==> config.mk <==
export PLATFORM = sky130hd
export DESIGN_NAME = spi_tx_fifo
export DESIGN_NICKNAME = d
export VERILOG_FILES = /design/src/rtl/spi_tx_fifo_pkg.sv /design/src/rtl/tx_fifo_store.sv /design/src/rtl/w1c_flag.sv /design/src/rtl/tx_fill_req.sv /design/src/rtl/spi_tx_fifo.sv
export SDC_FILE = /design/constraint.sdc
export NUM_CORES = 1
export LEC_CHECK = 0
export BUFFER_PORTS_ARGS = -buffer_cell sky130_fd_sc_hd__buf_4
export CELL_PAD_IN_SITES_DETAIL_PLACEMENT = 0
export CELL_PAD_IN_SITES_GLOBAL_PLACEMENT = 1
export CORE_AREA = 2 2 132 83
export CTS_BUF_LIST = sky130_fd_sc_hd__clkbuf_2 sky130_fd_sc_hd__clkbuf_4 sky130_fd_sc_hd__clkbuf_8
export CTS_CLUSTER_DIAMETER = 60
export CTS_CLUSTER_SIZE = 25
export DETAILED_ROUTE_END_ITERATION = 8
export DIE_AREA = 0 0 134 85
export GPL_TIMING_DRIVEN = 0
export PLACE_DENSITY = 0.86
export RECOVER_POWER = 50
export SYNTH_ARGS = -nofsm -noshare
export SYNTH_HDL_FRONTEND = slang
export SYNTH_SLANG_ARGS = --single-unit
==> constraint.sdc <==
create_clock -name clk_i -period 4.3 [get_ports clk_i]
set_clock_uncertainty 0.1 [all_clocks]
set_input_delay 0.215 -clock clk_i [delete_from_list [all_inputs] [get_ports clk_i]]
set_output_delay 0.215 -clock clk_i [all_outputs]
set_load 0.01 [all_outputs]
==> src/rtl/spi_tx_fifo_pkg.sv <==
package spi_tx_fifo_pkg;
  localparam int unsigned TXF_DATA_W = 32;
  localparam int unsigned TXF_DEPTH  = 4;

  typedef enum logic {
    ROUTE_IRQ = 1'b0,
    ROUTE_DMA = 1'b1
  } req_route_e;
endpackage

==> src/rtl/tx_fifo_store.sv <==
module tx_fifo_store #(
  parameter int unsigned DATA_W = 32,
  parameter int unsigned DEPTH  = 4,
  localparam int unsigned PTR_W = (DEPTH > 1) ? $clog2(DEPTH) : 1,
  localparam int unsigned CNT_W = $clog2(DEPTH + 1)
) (
  input  logic              clk_i,
  input  logic              rst_ni,
  input  logic              wr_i,
  input  logic [DATA_W-1:0] wr_data_i,
  input  logic              rd_i,
  input  logic              flush_i,
  output logic [DATA_W-1:0] rd_data_o,
  output logic [CNT_W-1:0]  count_o,
  output logic [CNT_W-1:0]  count_next_o,
  output logic              empty_o
);
  localparam logic [CNT_W-1:0] FULL_CNT = CNT_W'(DEPTH);
  localparam logic [PTR_W-1:0] LAST_PTR = PTR_W'(DEPTH - 1);

  logic [DATA_W-1:0] mem_q [DEPTH];
  logic [PTR_W-1:0]  wr_ptr_q, rd_ptr_q;
  logic [CNT_W-1:0]  cnt_q;
  logic              full, wr_ok, rd_ok;

  function automatic logic [PTR_W-1:0] ptr_inc(input logic [PTR_W-1:0] p);
    return (p == LAST_PTR) ? '0 : p + PTR_W'(1);
  endfunction

  assign full    = (cnt_q == FULL_CNT);
  assign empty_o = (cnt_q == '0);
  // full is judged on the current count: a same-cycle pop does not make room
  assign wr_ok   = wr_i && !full && !flush_i;
  assign rd_ok   = rd_i && !empty_o && !flush_i;

  always_comb begin
    if (flush_i)             count_next_o = '0;
    else if (wr_ok && !rd_ok) count_next_o = cnt_q + CNT_W'(1);
    else if (rd_ok && !wr_ok) count_next_o = cnt_q - CNT_W'(1);
    else                      count_next_o = cnt_q;
  end

  always_ff @(posedge clk_i or negedge rst_ni) begin
    if (!rst_ni) begin
      wr_ptr_q <= '0;
      rd_ptr_q <= '0;
      cnt_q    <= '0;
    end else begin
      cnt_q <= count_next_o;
      if (flush_i) begin
        wr_ptr_q <= '0;
        rd_ptr_q <= '0;
      end else begin
        if (wr_ok) wr_ptr_q <= ptr_inc(wr_ptr_q);
        if (rd_ok) rd_ptr_q <= ptr_inc(rd_ptr_q);
      end
    end
  end

  for (genvar g = 0; g < DEPTH; g++) begin : g_entry
    always_ff @(posedge clk_i) begin
      if (wr_ok && wr_ptr_q == PTR_W'(g)) mem_q[g] <= wr_data_i;
    end
  end

  assign rd_data_o = mem_q[rd_ptr_q];
  assign count_o   = cnt_q;
endmodule

==> src/rtl/w1c_flag.sv <==
module w1c_flag (
  input  logic clk_i,
  input  logic rst_ni,
  input  logic set_i,
  input  logic clr_i,
  output logic flag_o
);
  logic flag_q;

  // set beats clear
  always_ff @(posedge clk_i or negedge rst_ni) begin
    if (!rst_ni)    flag_q <= 1'b0;
    else if (set_i) flag_q <= 1'b1;
    else if (clr_i) flag_q <= 1'b0;
  end

  assign flag_o = flag_q;
endmodule

==> src/rtl/tx_fill_req.sv <==
module tx_fill_req
  import spi_tx_fifo_pkg::*;
#(
  parameter int unsigned DEPTH = 4,
  localparam int unsigned CNT_W = $clog2(DEPTH + 1)
) (
  input  logic             clk_i,
  input  logic             rst_ni,
  input  logic [CNT_W-1:0] count_next_i,
  input  logic             clr_i,
  input  req_route_e       route_i,
  output logic             fill_o,
  output logic             dma_req_o,
  output logic             irq_o
);
  localparam logic [CNT_W-1:0] FULL_CNT = CNT_W'(DEPTH);

  logic fill_q;

  // re-arms one edge after a clear while room remains
  always_ff @(posedge clk_i or negedge rst_ni) begin
    if (!rst_ni)    fill_q <= 1'b1;
    else if (clr_i) fill_q <= 1'b0;
    else            fill_q <= (count_next_i != FULL_CNT);
  end

  assign fill_o    = fill_q;
  assign dma_req_o = fill_q && (route_i == ROUTE_DMA);
  assign irq_o     = fill_q && (route_i == ROUTE_IRQ);
endmodule

==> src/rtl/spi_tx_fifo.sv <==
module spi_tx_fifo
  import spi_tx_fifo_pkg::*;
#(
  parameter int unsigned DATA_W = TXF_DATA_W,
  parameter int unsigned DEPTH  = TXF_DEPTH,
  localparam int unsigned CNT_W = $clog2(DEPTH + 1)
) (
  input  logic              clk_i,
  input  logic              rst_ni,
  input  logic              push_i,
  input  logic [DATA_W-1:0] push_data_i,
  input  logic              flush_i,
  input  logic              fill_clr_i,
  input  logic              done_clr_i,
  input  logic              underflow_clr_i,
  input  logic              req_route_i,
  input  logic              slave_mode_i,
  input  logic              ext_start_i,
  input  logic              sh_ready_i,
  input  logic              sh_done_i,
  output logic              sh_load_o,
  output logic [DATA_W-1:0] sh_data_o,
  output logic [CNT_W-1:0]  count_o,
  output logic              fill_flag_o,
  output logic              done_flag_o,
  output logic              underflow_flag_o,
  output logic              dma_req_o,
  output logic              irq_o
);
  logic [CNT_W-1:0] count_next;
  logic             empty;
  logic             unf_set;
  req_route_e       route;

  assign route     = req_route_e'(req_route_i);
  assign sh_load_o = sh_ready_i && !empty && !flush_i;
  assign unf_set   = slave_mode_i && ext_start_i && empty;

  tx_fifo_store #(
    .DATA_W(DATA_W),
    .DEPTH (DEPTH)
  ) u_store (
    .clk_i       (clk_i),
    .rst_ni      (rst_ni),
    .wr_i        (push_i),
    .wr_data_i   (push_data_i),
    .rd_i        (sh_load_o),
    .flush_i     (flush_i),
    .rd_data_o   (sh_data_o),
    .count_o     (count_o),
    .count_next_o(count_next),
    .empty_o     (empty)
  );

  tx_fill_req #(
    .DEPTH(DEPTH)
  ) u_fill (
    .clk_i       (clk_i),
    .rst_ni      (rst_ni),
    .count_next_i(count_next),
    .clr_i       (fill_clr_i),
    .route_i     (route),
    .fill_o      (fill_flag_o),
    .dma_req_o   (dma_req_o),
    .irq_o       (irq_o)
  );

  w1c_flag u_done (
    .clk_i (clk_i),
    .rst_ni(rst_ni),
    .set_i (sh_done_i),
    .clr_i (done_clr_i),
    .flag_o(done_flag_o)
  );

  w1c_flag u_unf (
    .clk_i (clk_i),
    .rst_ni(rst_ni),
    .set_i (unf_set),
    .clr_i (underflow_clr_i),
    .flag_o(underflow_flag_o)
  );
endmodule

# Word-level counts from Yosys, hierarchy flattened
# Memory sizes are Yosys's and may differ from the RTL's.
# Cells that the tools add are included.
# word_totals
mem_bits_rw	128
elab_cells	79
mem_bits_ro	0
memories	1
inputBits	44
latch_bits	0
regBits	10
# mem_list
memory	words	width	read_ports	rd_clocked_by_memory_dff	write_ports	line_no	text
u_store.mem_q	4	32	1	0	1	tx_fifo_store.sv:21	logic [DATA_W-1:0] mem_q [DEPTH];
# classes
order_cmp	0
bitwise_logic	1
n_div	0
shift	0
n_reduce_logical	30
n_mux	31
n_eq_ne	6
n_mul	0
addsub	4
# ops
cell	count
32-bit two-way mux	3
32-bit OR reduction	3
2-bit two-way mux	9
1-bit logical AND	16
1-bit two-way mux	16
3-bit two-way mux	3
2-bit nonzero test	4
2-bit == test (second input constant)	3
1-bit zero test	5
2-bit by 1-bit adder with 2-bit output (second input constant)	2
3-bit by 1-bit adder with 3-bit output (second input constant)	1
3-bit == test (second input constant)	1
3-bit zero test	1
3-bit inequality test (second input constant)	1
3-bit by 1-bit subtractor with 3-bit output (second input constant)	1
2-bit by 1-bit == test with 1-bit output (second input constant)	1
2-bit zero test	1
1-bit inverter	1

# Longest topological paths before layout
# Gate-level depths: netlist of the first run.
# depth
ltp_word	12
ltp_mapped	7

# Hierarchy
# From an unflattened synthesis of the first run, not the netlist that was laid out.
# hier_totals
cells_unflattened	241
area_unflattened_um2	5297.6
# by_module_without_submodules
module	cells_per_inst	area_per_inst_um2	n_inst
tx_fifo_store	228	5154.9	1
w1c_flag	3	36.3	2
tx_fill_req	5	51.3	1
spi_tx_fifo	2	18.8	1

# Least setup slack after synthesis of the first run
# OpenSTA, ideal clock, no wires.
# synth_path
kind	register to register
startpoint	register u_store.cnt_q[0] (netlist: u_store.count_o[0])
endpoint	memory u_store.mem_q[0][0], enable pin
arrival_ps	2242
path_slack_ps	1566
path_stages_with_launch	7
path_buffers	1
t_required_ps	3808
cell_sequence	dfrtp_1 -> inv_1 -> ha_1 -> buf_4 -> a21boi_0 -> nor2b_1 -> and2_1
# synth_via
elab_chain_len	11
# synth_rtl
item	line_no	text
start: declaration	tx_fifo_store.sv:23	logic [CNT_W-1:0] cnt_q;
start signal: assignment	tx_fifo_store.sv:49	cnt_q <= count_next_o;
3-bit == test *	tx_fifo_store.sv:30	assign full = (cnt_q == FULL_CNT);
1-bit zero test *	tx_fifo_store.sv:33	assign wr_ok = wr_i && !full && !flush_i;
1-bit logical AND * (2 in series)	tx_fifo_store.sv:33	
1-bit logical AND	tx_fifo_store.sv:62	if (wr_ok && wr_ptr_q == PTR_W'(g)) mem_q[g] <= wr_data_i;
1-bit two-way mux	tx_fifo_store.sv:62	
1-bit two-way mux (implied by the code)	tx_fifo_store.sv:62	
32-bit OR reduction (no line)	n/a	
2-bit two-way mux (no line) or 1-bit two-way mux (tied branches) (3 in series)	n/a	
end: declaration	tx_fifo_store.sv:21	
# Mark *: on every way between the ends. The rest lies on a longest branch, timed or not.

# Worst setup path after layout of the first run
# layout_path
startpoint	register u_store.cnt_q[0] (netlist: u_store.count_o[0])
endpoint	memory u_store.mem_q[2][7], enable pin
# Same word-level chain as after synthesis.

==> results of run 1 <==
## sequential cells by signal, indices dropped and copies added (netlist names)
register / cells
u_done.flag_o: 1
u_fill.fill_o: 1
u_store.count_o: 3
u_store.mem_q: 128
u_store.rd_ptr_q: 2
u_store.wr_ptr_q: 2
u_unf.flag_o: 1
## layer usage
| metal | GRT usage [%] | vias up | part of all wire, % |
|---|---|---|---|
| met5 | 0 | - | 0 |
| li1 | - | 1307 | - |
| met3 | 5.38 | 10 | 4.5 |
| met2 | 30.3 | 74 | 49 |
| met1 | 24.8 | 1488 | 45 |
| met4 | 6.67 | 0 | 0.77 |
## Yosys cell counts
master	count
edfxtp_1	128
mux4_2	32
dfrtp_1	9
nor2_1	9
ha_1	8
inv_1	8
buf_2	7
and2_1	5
a21oi_1	4
clkbuf_1	4
nand2_1	4
nor2b_1	4
a31oi_1	3
a211oi_1	2
a2111oi_0	1
a21boi_0	1
a21o_1	1
a311o_1	1
a41oi_1	1
and3b_1	1
and4bb_2	1
buf_4	1
buf_6	1
dfstp_2	1
mux2i_1	1
nand2b_1	1
nand3_1	1
nand3b_1	1
nor4b_1	1
o2111a_2	1
o211ai_1	1
o22ai_1	1
o32ai_4	1
or3_1	1
or4b_1	1
xnor2_1	1
## worst max path at each step
stage	from	endpoint	slack, ns	cells after the start
3_5_place_dp	u_store.count_o[0]	u_store.mem_q[1][25]	1.46	6
5_1_grt	u_store.count_o[0]	u_store.mem_q[2][22]	1.06	6
2_1_floorplan	u_store.count_o[0]	u_store.mem_q[0][0]	1.57	6
6_report	u_store.count_o[0]	u_store.mem_q[2][7]	1.35	6
4_1_cts	u_store.count_o[0]	u_store.mem_q[0][7]	1.44	6
3_3_place_gp	u_store.count_o[0]	u_store.mem_q[0][23]	0.85	6
## power groups by stage
stage	Sequential [uW]	Clock (uW)	Combinational, uW
after detailed placement	1600	0	671
after global routing	1570	1090	711
after CTS	1570	1040	705
final	1570	1020	659
after global placement	1600	0	664
after floorplan	1600	0	396
## metrics by stage
stage / instance area, um^2 / utilization, %
after floorplan: 5350 / -
after global placement: 6160 / 60.4
after detailed placement: 6160 / 60.4
after CTS: 6940 / 68.0
after global routing: 6760 / 66.3
final: 6760 / 66.3
## cell usage in the layout, fill, tap and decap left out, drive strengths merged
cell / n
a2111oi: 1
a211oi: 2
a21boi: 1
a21o: 1
a21oi: 4
a311o: 1
a31oi: 3
a41oi: 1
and2: 5
and3b: 1
and4bb: 1
buf: 50
bufinv: 2
clkbuf: 65
clkinv: 9
clkinvlp: 2
dfrtp: 9
dfstp: 1
dlygate4sd3: 38
edfxtp: 128
ha: 8
inv: 9
mux2i: 1
mux4: 32
nand2: 4
nand2b: 1
nand3: 1
nand3b: 1
nor2: 9
nor2b: 4
nor4b: 1
o2111a: 1
o211ai: 1
o22ai: 1
o32ai: 1
or3: 1
or4b: 1
xnor2: 1
## cells by family (layout without fill, tap and decap cells)
group                      count (synthesis)  in the layout  synth area share, %
DFF                                      138            138                 76.5
muxes                                     33             33                 13.6
and+or+nand+nor                           30             30                 3.18
buffers and inverters                     21            175                 1.85
AOI/OAI and AO/OA                         18             18                 2.80
adders and majority gates                  8              8                 1.87
xor gates and xnor gates                   1              1                0.164
## tightest hold or removal path, delay by kind of cell
family / cells / cell delay, ns
compound gates: 2 / 0.22
buf+inv: 1 / 0.09
## final cells by class
cell class / instances / area share [%]
Timing Repair Buffer: 122 / 12.7
Clock buffer: 18 / 3.57
Sequential cell: 138 / 60.6
Buffer: 13 / 0.944
Tap cell: 139 / 2.57
Clock inverter: 14 / 2.22
Multi-Input combinational cell: 90 / 17.0
Inverter: 8 / 0.444
==> results.sh, run 1 <==
export IMPL_hold_depth=3
export IMPL_grt_pass1_vias=2995
export IMPL_portBuffers=84
export IMPL_synth_top_cell_area_share_pct=71.8
export IMPL_die_area_um2=11400
export IMPL_worst_slew_margin_rel_pct=40.3
export IMPL_syn_area_per_cell_um2=21.5
export IMPL_whs_ns=0.0639
export IMPL_firstDrtPassIters=4
export IMPL_n_antenna_cell=0
export IMPL_antenna_found_initial=0
export IMPL_nFillCells=709
export IMPL_p_seq_share_pct=48.2
export IMPL_r2r_end="u_store.mem_q[2][7]"
export IMPL_critPathArrivalTime_ns=2.90
export IMPL_swShare_pct=26.2
export IMPL_cpLargestDelayFamily="simple AND/OR/NAND/NOR gates"
export IMPL_drtIter0Drc=152
export IMPL_fin_tns_setup_ns=0
export IMPL_hold_buffers=38
export IMPL_r2r_start="u_store.count_o[0]"
export IMPL_rsz0062_at_grt="no"
export IMPL_wire_per_inst_um=18.4
export IMPL_pin_count=85
export IMPL_worstHoldStart="flush_i"
export IMPL_initial_core_util_pct=52.5
export IMPL_crit_chain="inv_1, ha_1, clkbuf_1, a21boi_0, nor2b_1, and2_2"
export IMPL_setup_viol=0
export IMPL_clockRootBuffer="clkbuf_8"
export IMPL_grt_use_total_pct=18.7
export IMPL_cts_sink_count=138
export IMPL_power_leakage_uw=0.00230
export IMPL_synth_seq_cells=138
export IMPL_fin_crit_ns=2.95
export IMPL_post_place_ws_ns=1.46
export IMPL_finalNonFillerCells=542
export IMPL_cts_tree="yes"
export IMPL_path_max_fanout=32
export IMPL_place_hpwl_um=6120
export IMPL_fin_crit_sh_pct=68.7
export IMPL_syn2layout_area_growth_pct=26.3
export IMPL_vias=2879
export IMPL_die_w_um=134
export IMPL_fp_row_count=29
export IMPL_synth_fp_nets=301
export IMPL_cap_violations=0
export IMPL_p_comb_share_pct=20.3
export IMPL_syn_area_um2=5350
export IMPL_path_buf_inv=2
export IMPL_cts_buffer_depth=2
export IMPL_maxSlewViolCount=0
export IMPL_yosysUniqueCellTypes=36
export IMPL_ys_warn_count=0
export IMPL_cts_resized=0
export IMPL_p_int_uw=2400
export IMPL_clkSlewWorstSetupHoldPaths_ns=0.08
export IMPL_outcome="finished, final reports clean"
export IMPL_critPathLaunchType="flip-flop"
export IMPL_grt_start_max_net_pins=33
export IMPL_crit_path_end_kind="flip-flop"
export IMPL_syn_inst=249
export IMPL_numCtsBuffers=17
export IMPL_clockPowerShare_pct=31.5
export IMPL_regArea_um2=4100
export IMPL_hold_viol_final=0
export IMPL_total_power_uw=3250
export IMPL_multi_input_area_um2=1150
export IMPL_tightestPinTransition_ns=0.896
export IMPL_place_gp_congestion=0.748
export IMPL_h_tree_depth=4
export IMPL_worstSetupPathType="reg2reg"
export IMPL_switching_power_uw=852
export IMPL_layout_drive_gt1_share_pct=29.8
export IMPL_power_per_cell_area_nw_per_um2=481
export IMPL_ir_drop_v=0.000347
export IMPL_routed_wl_um=9990
export IMPL_rr_worst_depth=6
export IMPL_layout_setup_ws_ns=1.35
export IMPL_postCtsSetupBuffers=0
export IMPL_synthTopCellsByArea="edfxtp_1 72%, mux4_2 13%, dfrtp_1 4.2%, ha_1 1.9%, buf_2 0.65%"
export IMPL_fmax_ghz=0.339
export IMPL_overflow=0
export IMPL_grt_first_pass_wirelength_um=15600
export IMPL_nNetsFinal=442
export IMPL_placed_cells=472
export IMPL_drc=0
export IMPL_yosysSeqAreaShare_pct=76.5
export IMPL_clk_latency_ns=0.42
export IMPL_hp_class="in2reg"
export IMPL_core_area_um2=10200
export IMPL_synth_largest_area_cell="edfxtp_1"
export IMPL_fp_dieH_um=85
export IMPL_detail_route_antenna_nets=0
export IMPL_rrSetupSlack_ns=1.35
export IMPL_vias_per_cell=5.31
export IMPL_cp_data_required_time_ns=4.24
export IMPL_critPathMaxStageDelay_ns=0.79
export IMPL_hold_end="u_store.count_o[2]"
export IMPL_crit_slowest_cell="and2_2"
(Power assumes the default switching activity.)
==> run 2: changes to the inputs <==
- CORE_AREA: 2 2 132 83 -> 2 2 137 86
- DIE_AREA: 0 0 134 85 -> 0 0 139 88
- PLACE_DENSITY: 0.86 -> 0.81
- clock period: 4.3 -> 3 ns (I/O delays scaled with it)
==> results.sh, run 2 (synthesis results as in run 1) <==
export IMPL_outcome="finished, final reports clean"
export IMPL_clk_latency_ns=0.43
export IMPL_pin_count=85
export IMPL_nNetsFinal=444
export IMPL_drc=0
export IMPL_grt_pass1_vias=2910
export IMPL_power_leakage_uw=0.00237
export IMPL_die_area_um2=12200
export IMPL_vias=2826
export IMPL_antenna_found_initial=0
export IMPL_crit_path_end_kind="flip-flop"
export IMPL_final_core_util_pct=62.7
export IMPL_largest_reg_flops=128
export IMPL_rr_worst_depth=6
export IMPL_routed_wl_um=9950
export IMPL_power_per_cell_area_nw_per_um2=693
export IMPL_final_common_cell="edfxtp_1"
export IMPL_worst_slew_margin_rel_pct=39.6
export IMPL_fin_crit_sh_pct=96.0
export IMPL_rsz0062_at_grt="yes"
export IMPL_vias_per_cell=5.15
export IMPL_clkSlewWorstSetupHoldPaths_ns=0.08
export IMPL_tightestPinTransition_ns=0.906
export IMPL_fin_tns_setup_ns=0
export IMPL_portBuffers=84
export IMPL_firstDrtPassIters=4
export IMPL_drtIter0Drc=127
export IMPL_initial_core_util_pct=48.8
export IMPL_detail_route_antenna_nets=0
export IMPL_grt_first_pass_wirelength_um=15500
export IMPL_place_hpwl_um=6310
export IMPL_numCtsBuffers=17
export IMPL_postPlaceCellArea_um2=6170
export IMPL_final_cell_mix="128 x edfxtp_1, 56 x buf_4, 40 x dlygate4sd3_1, 32 x clkbuf_1, 32 x mux4_2"
export IMPL_placed_cells=477
export IMPL_cap_violations=0
export IMPL_critPathArrivalTime_ns=2.84
export IMPL_hp_class="in2reg"
export IMPL_cp_data_required_time_ns=2.95
export IMPL_layout_drive_gt1_share_pct=33.6
export IMPL_fp_row_count=30
export IMPL_grt_use_total_pct=17.2
export IMPL_grt_start_max_net_pins=33
export IMPL_fin_crit_ns=2.88
export IMPL_die_w_um=139
export IMPL_overflow=0
export IMPL_clockRootBuffer="clkbuf_8"
export IMPL_cts_sink_count=138
export IMPL_postLayoutCellArea_um2=6870
export IMPL_critPathLaunchType="flip-flop"
export IMPL_path_max_fanout=32
export IMPL_wire_per_inst_um=18.1
export IMPL_finalNonFillerCells=549
export IMPL_top_register="u_store.mem_q"
export IMPL_fmax_ghz=0.347
export IMPL_n_antenna_cell=0
export IMPL_core_area_um2=11000
export IMPL_fp_dieH_um=88
export IMPL_maxSlewViolCount=0
export IMPL_hold_depth=4
export IMPL_ir_drop_v=0.000385
export IMPL_place_gp_congestion=0.791
export IMPL_cts_tree="yes"
export IMPL_setup_viol=0
export IMPL_cts_buffer_depth=2
export IMPL_hold_viol_final=0
export IMPL_worstSetupPathType="reg2reg"
export IMPL_syn2layout_area_growth_pct=28.3
export IMPL_h_tree_depth=4
run 2: changes by cell type in the layout (fill, tap and decap cells not counted), moves of 2 or more:
cell,before,now
inv_6,1,6
clkinv_2,2,0
dlygate4sd3_1,38,40
clkbuf_1,46,32
buf_4,43,56
clkinv_4,6,2
run 2: power breakdown:
group	switching, uW	internal [uW]
registers	37.1	2210
logic	481	512
clock network	749	769
total	1270	3490
run 2: cell type report:
| type | instances | area (um^2) |
|---|---|---|
| buffer | 13 | 68.8 |
| clock buffer | 18 | 241 |
| clock inverter | 14 | 160 |
| fill | 814 | 4090 |
| inverter | 8 | 30.0 |
| multi-input combinational | 90 | 1170 |
| sequential | 138 | 4100 |
| tap | 144 | 180 |
| timing repair buffer | 124 | 926 |
run 2: through the flow:
| stage | hold WS (ns) | total power (uW) | setup slack [ns] |
|---|---|---|---|
| after floorplan | -0.246 | 2860 | 0.266 |
| after global placement | -0.109 | 3240 | -0.370 |
| after detailed placement | -0.107 | 3260 | 0.140 |
| after CTS | 0.0461 | 4820 | 0.120 |
| after global routing | 0.0860 | 4960 | -0.0668 |
| final | 0.0839 | 4760 | 0.119 |
run 2: what timing repair did:
| item | 4_1_cts | 5_1_grt |
|---|---|---|
| setup endpoints to repair | 0 | 128 |
| endpoints found under the hold margin | 142 | 0 |
| buffers inserted | 0 | 0 |
| resized for setup | 0 | 1 |
| hold buffers | 40 | 0 |
run 2: routing by layer:
metal | track usage, % | share of wire [%] | wire [um] | vias to the layer above
li1 | - | - | - | 1311
met1 | 24.2 | 47 | 4690 | 1423
met2 | 26.2 | 47 | 4660 | 78
met3 | 5.47 | 5.1 | 505 | 14
met4 | 5.51 | 0.90 | 90 | 0
met5 | 0 | 0 | 0 | -
run 2: path summary, 6_finish.rpt:
check                                    from                    to  slack, ns
setup / recovery           u_store.count_o[0]  u_store.mem_q[2][25]       0.12
hold / removal                     sh_ready_i   u_store.rd_ptr_q[1]       0.08
setup reg to reg           u_store.count_o[0]  u_store.mem_q[2][25]       0.12
hold reg to reg            u_store.count_o[0]    u_store.count_o[0]       0.57
max in group asynchronous              rst_ni   u_store.wr_ptr_q[1]       1.76
min in group asynchronous              rst_ni         u_fill.fill_o       0.12
run 2: worst max-delay path, stage by stage (launching register included):
cell and delay, ns:
dfrtp_1 0.43, inv_1 0.09, ha_1 0.21, buf_4 0.16, a21boi_0 0.41, nor2b_1 0.30, and2_2 0.79
==> run 3: changes to the inputs <==
- ABC_AREA: default -> 1
- CORE_AREA: 2 2 137 86 -> 2 2 140 88
- DIE_AREA: 0 0 139 88 -> 0 0 142 90
- PLACE_DENSITY: 0.81 -> 0.82
==> results.sh, run 3 <==
export IMPL_synth_ff_type="edfxtp_1"
export IMPL_synth_area_mux_share_pct=0
export IMPL_postPlaceCellArea_um2=6320
export IMPL_rrSetupSlack_ns=0.49
export IMPL_cts_tree="yes"
export IMPL_synth_top_cell_area_share_pct=71.4
export IMPL_vias_per_cell=5.09
export IMPL_synth_largest_area_cell="edfxtp_1"
export IMPL_postLayoutCellArea_um2=6930
export IMPL_tightestPinTransition_ns=0.706
export IMPL_core_area_um2=11600
export IMPL_drc=0
export IMPL_die_area_um2=12800
export IMPL_firstDrtPassIters=5
export IMPL_antenna_found_initial=0
export IMPL_cap_violations=0
export IMPL_synth_compound_area_share_pct=10.5
export IMPL_grt_use_met2_pct=30.7
export IMPL_synth_edf_count=128
export IMPL_grt_util_met1_pct=27.2
export IMPL_netlist_top_cells_count="128 x edfxtp_1, 73 x nor2_1, 68 x o21ai_0"
export IMPL_place_hpwl_um=7680
export IMPL_fp_row_count=31
export IMPL_synth_top_family_by_area="compound AO/OA/AOI/OAI gates"
export IMPL_syn_area_per_cell_um2=13.6
export IMPL_grt_start_max_net_pins=27
export IMPL_worst_slew_margin_rel_pct=52.8
export IMPL_final_common_cell="edfxtp_1"
export IMPL_critPathArrivalTime_ns=2.54
export IMPL_yosys_area_share_simple_pct=8.04
export IMPL_n_antenna_cell=0
export IMPL_power_leakage_uw=0.00252
export IMPL_numCtsBuffers=17
export IMPL_async_flop_share_pct=7.25
export IMPL_synth_fp_nets=449
export IMPL_yosys_area_share_xor_xnor_pct=0
export IMPL_hold_depth=4
export IMPL_yosysSeqAreaShare_pct=76.1
export IMPL_rr_worst_depth=8
export IMPL_power_per_cell_area_nw_per_um2=609
export IMPL_ir_drop_v=0.000313
export IMPL_vias=3595
export IMPL_cts_sink_count=138
export IMPL_ys_warn_count=0
export IMPL_setup_viol=0
export IMPL_maxSlewViolCount=0
export IMPL_grt_pass1_vias=3682
export IMPL_r2r_start="u_store.count_o[0]"
export IMPL_nFillCells=951
export IMPL_path_max_fanout=26
export IMPL_hold_end="u_store.wr_ptr_q[0]"
export IMPL_grt_use_total_pct=19.6
export IMPL_place_gp_congestion=0.765
export IMPL_synthAdderAreaFrac_pct=1.86
export IMPL_worstSetupPathType="reg2reg"
export IMPL_cp_data_required_time_ns=3.03
export IMPL_detail_route_antenna_nets=0
export IMPL_hp_class="in2reg"
export IMPL_hold_viol_final=0
export IMPL_fin_tns_setup_ns=0
export IMPL_overflow=0
export IMPL_final_cell_mix="128 x edfxtp_1, 71 x nor2_1, 68 x o21ai_0, 50 x clkbuf_1, 47 x buf_4"
export IMPL_cts_buffer_depth=2
export IMPL_routed_wl_um=12000
export IMPL_finalNonFillerCells=706
export IMPL_initial_core_util_pct=46.4
export IMPL_clk_latency_ns=0.44
export IMPL_h_tree_depth=4
export IMPL_placed_cells=633
export IMPL_layout_drive_gt1_share_pct=17.2
export IMPL_fp_dieH_um=90
export IMPL_largest_reg_flops=128
export IMPL_use_met3_pct=4.95
export IMPL_drtIter0Drc=227
export IMPL_critPathLaunchType="flip-flop"
export IMPL_synth_seq_cells=138
export IMPL_syn_inst=397
export IMPL_portBuffers=84
export IMPL_clkSlewWorstSetupHoldPaths_ns=0.09
export IMPL_yosysUniqueCellTypes=21
export IMPL_synth_most_common_cell="edfxtp_1"
export IMPL_grt_busiest_layer="met2"
export IMPL_rsz0062_at_grt="no"
export IMPL_crit_path_end_kind="flip-flop"
export IMPL_wire_per_inst_um=17.0
export IMPL_die_w_um=142
export IMPL_r2r_end="u_store.mem_q[0][23]"
export IMPL_fmax_ghz=0.398
export IMPL_outcome="finished, final reports clean"
export IMPL_clockRootBuffer="clkbuf_8"
export IMPL_regArea_um2=4100
export IMPL_final_core_util_pct=59.7
export IMPL_cts_resized=0
export IMPL_worstHoldStart="push_i"
export IMPL_fin_crit_ns=2.51
export IMPL_grt_first_pass_wirelength_um=18800
export IMPL_nNetsFinal=597
export IMPL_top_register="u_store.mem_q"
export IMPL_pin_count=85
export IMPL_fin_crit_sh_pct=83.8
export IMPL_syn2layout_area_growth_pct=28.7
export IMPL_syn_area_um2=5380
export IMPL_total_power_uw=4220
export IMPL_synthTopCellsByArea="edfxtp_1 71%, o21ai_0 6.3%, nor2_1 5.1%, dfrtp_1 4.2%, o22ai_1 3.8%"
export IMPL_multi_input_area_um2=1100
## run 3: changes by cell type in the layout (fill, tap and decap cells not counted), sizes merged, moves of 3 or more
cell    previous run  this run
o22ai              1        33
o21ai              0        68
nand3              1        10
mux4              32         0
and2               5         0
nor2               9        74
buf               64        58
a31oi              3         0
clkbuf            51        67
a21oi              4         1
nor2b              4         0
inv               15        32
nand2              4        20
## run 3: stage by stage
step                setup WS, ns  hold WS [ns]
finish                     0.486        0.0312
CTS                        0.590        0.0131
global route               0.302        0.0396
detailed placement         0.619        -0.110
global placement           -1.04        -0.112
floorplan                 0.0118        -0.246
## run 3: timing repair
action                                  CTS  global route
endpoints found under the hold margin   147             0
endpoints found under the setup margin    0             0
buffers inserted                          0             0
hold buffers                             41             0
## run 3: worst max-delay path by stage
stage,startpoint,end,slack (ns),cells after the start
3_5_place_dp,u_store.count_o[0],u_store.mem_q[1][20],0.62,8
4_1_cts,u_store.count_o[0],u_store.mem_q[1][28],0.59,8
6_report,u_store.count_o[0],u_store.mem_q[0][23],0.49,8
3_3_place_gp,u_store.count_o[0],u_store.mem_q[3][26],-1.04,7
2_1_floorplan,u_store.count_o[0],u_store.mem_q[3][0],0.01,7
5_1_grt,u_store.count_o[0],u_store.mem_q[0][23],0.30,8
## run 3: cells by family (layout without fill, tap and decap cells)
family / after synthesis / after routing
DFF: 138 / 138
AOI/OAI and AO/OA: 104 / 104
and+or+nand+nor: 104 / 104
buffers and inverters: 43 / 204
adders and majority gates: 8 / 8
## run 3: routing by layer
metal  part of all wire [%]  vias up
met5                      0        -
met4                   0.80        0
met3                    6.2       11
met2                     46      127
met1                     47     1717
li1                       -     1740
## run 3: critical path, stage by stage (launching register included)
cell and delay (ns):
dfrtp_1 0.40, inv_1 0.09, ha_1 0.22, nand2_1 0.08, nand2_1 0.11, nor2_4 0.17
inv_1 0.16, nor2_1 0.57, buf_12 0.29
## run 3: final cells by class
cell class | instances | share of cell area, %
Clock buffer | 17 | 3.38
Sequential cell | 138 | 59.1
Timing Repair Buffer | 129 | 14.1
Clock inverter | 15 | 2.15
Multi-Input combinational cell | 216 | 15.9
Buffer | 20 | 1.46
Tap cell | 148 | 2.67
Inverter | 23 | 1.25
## run 3: report_power, final
| group | switching, uW | leakage [uW] | total, uW | internal (uW) |
|---|---|---|---|---|
| combinational | 349 | 0.00105 | 603 | 254 |
| sequential | 20.9 | 0.00129 | 2190 | 2170 |
| clock | 817 | 0.000182 | 1430 | 615 |
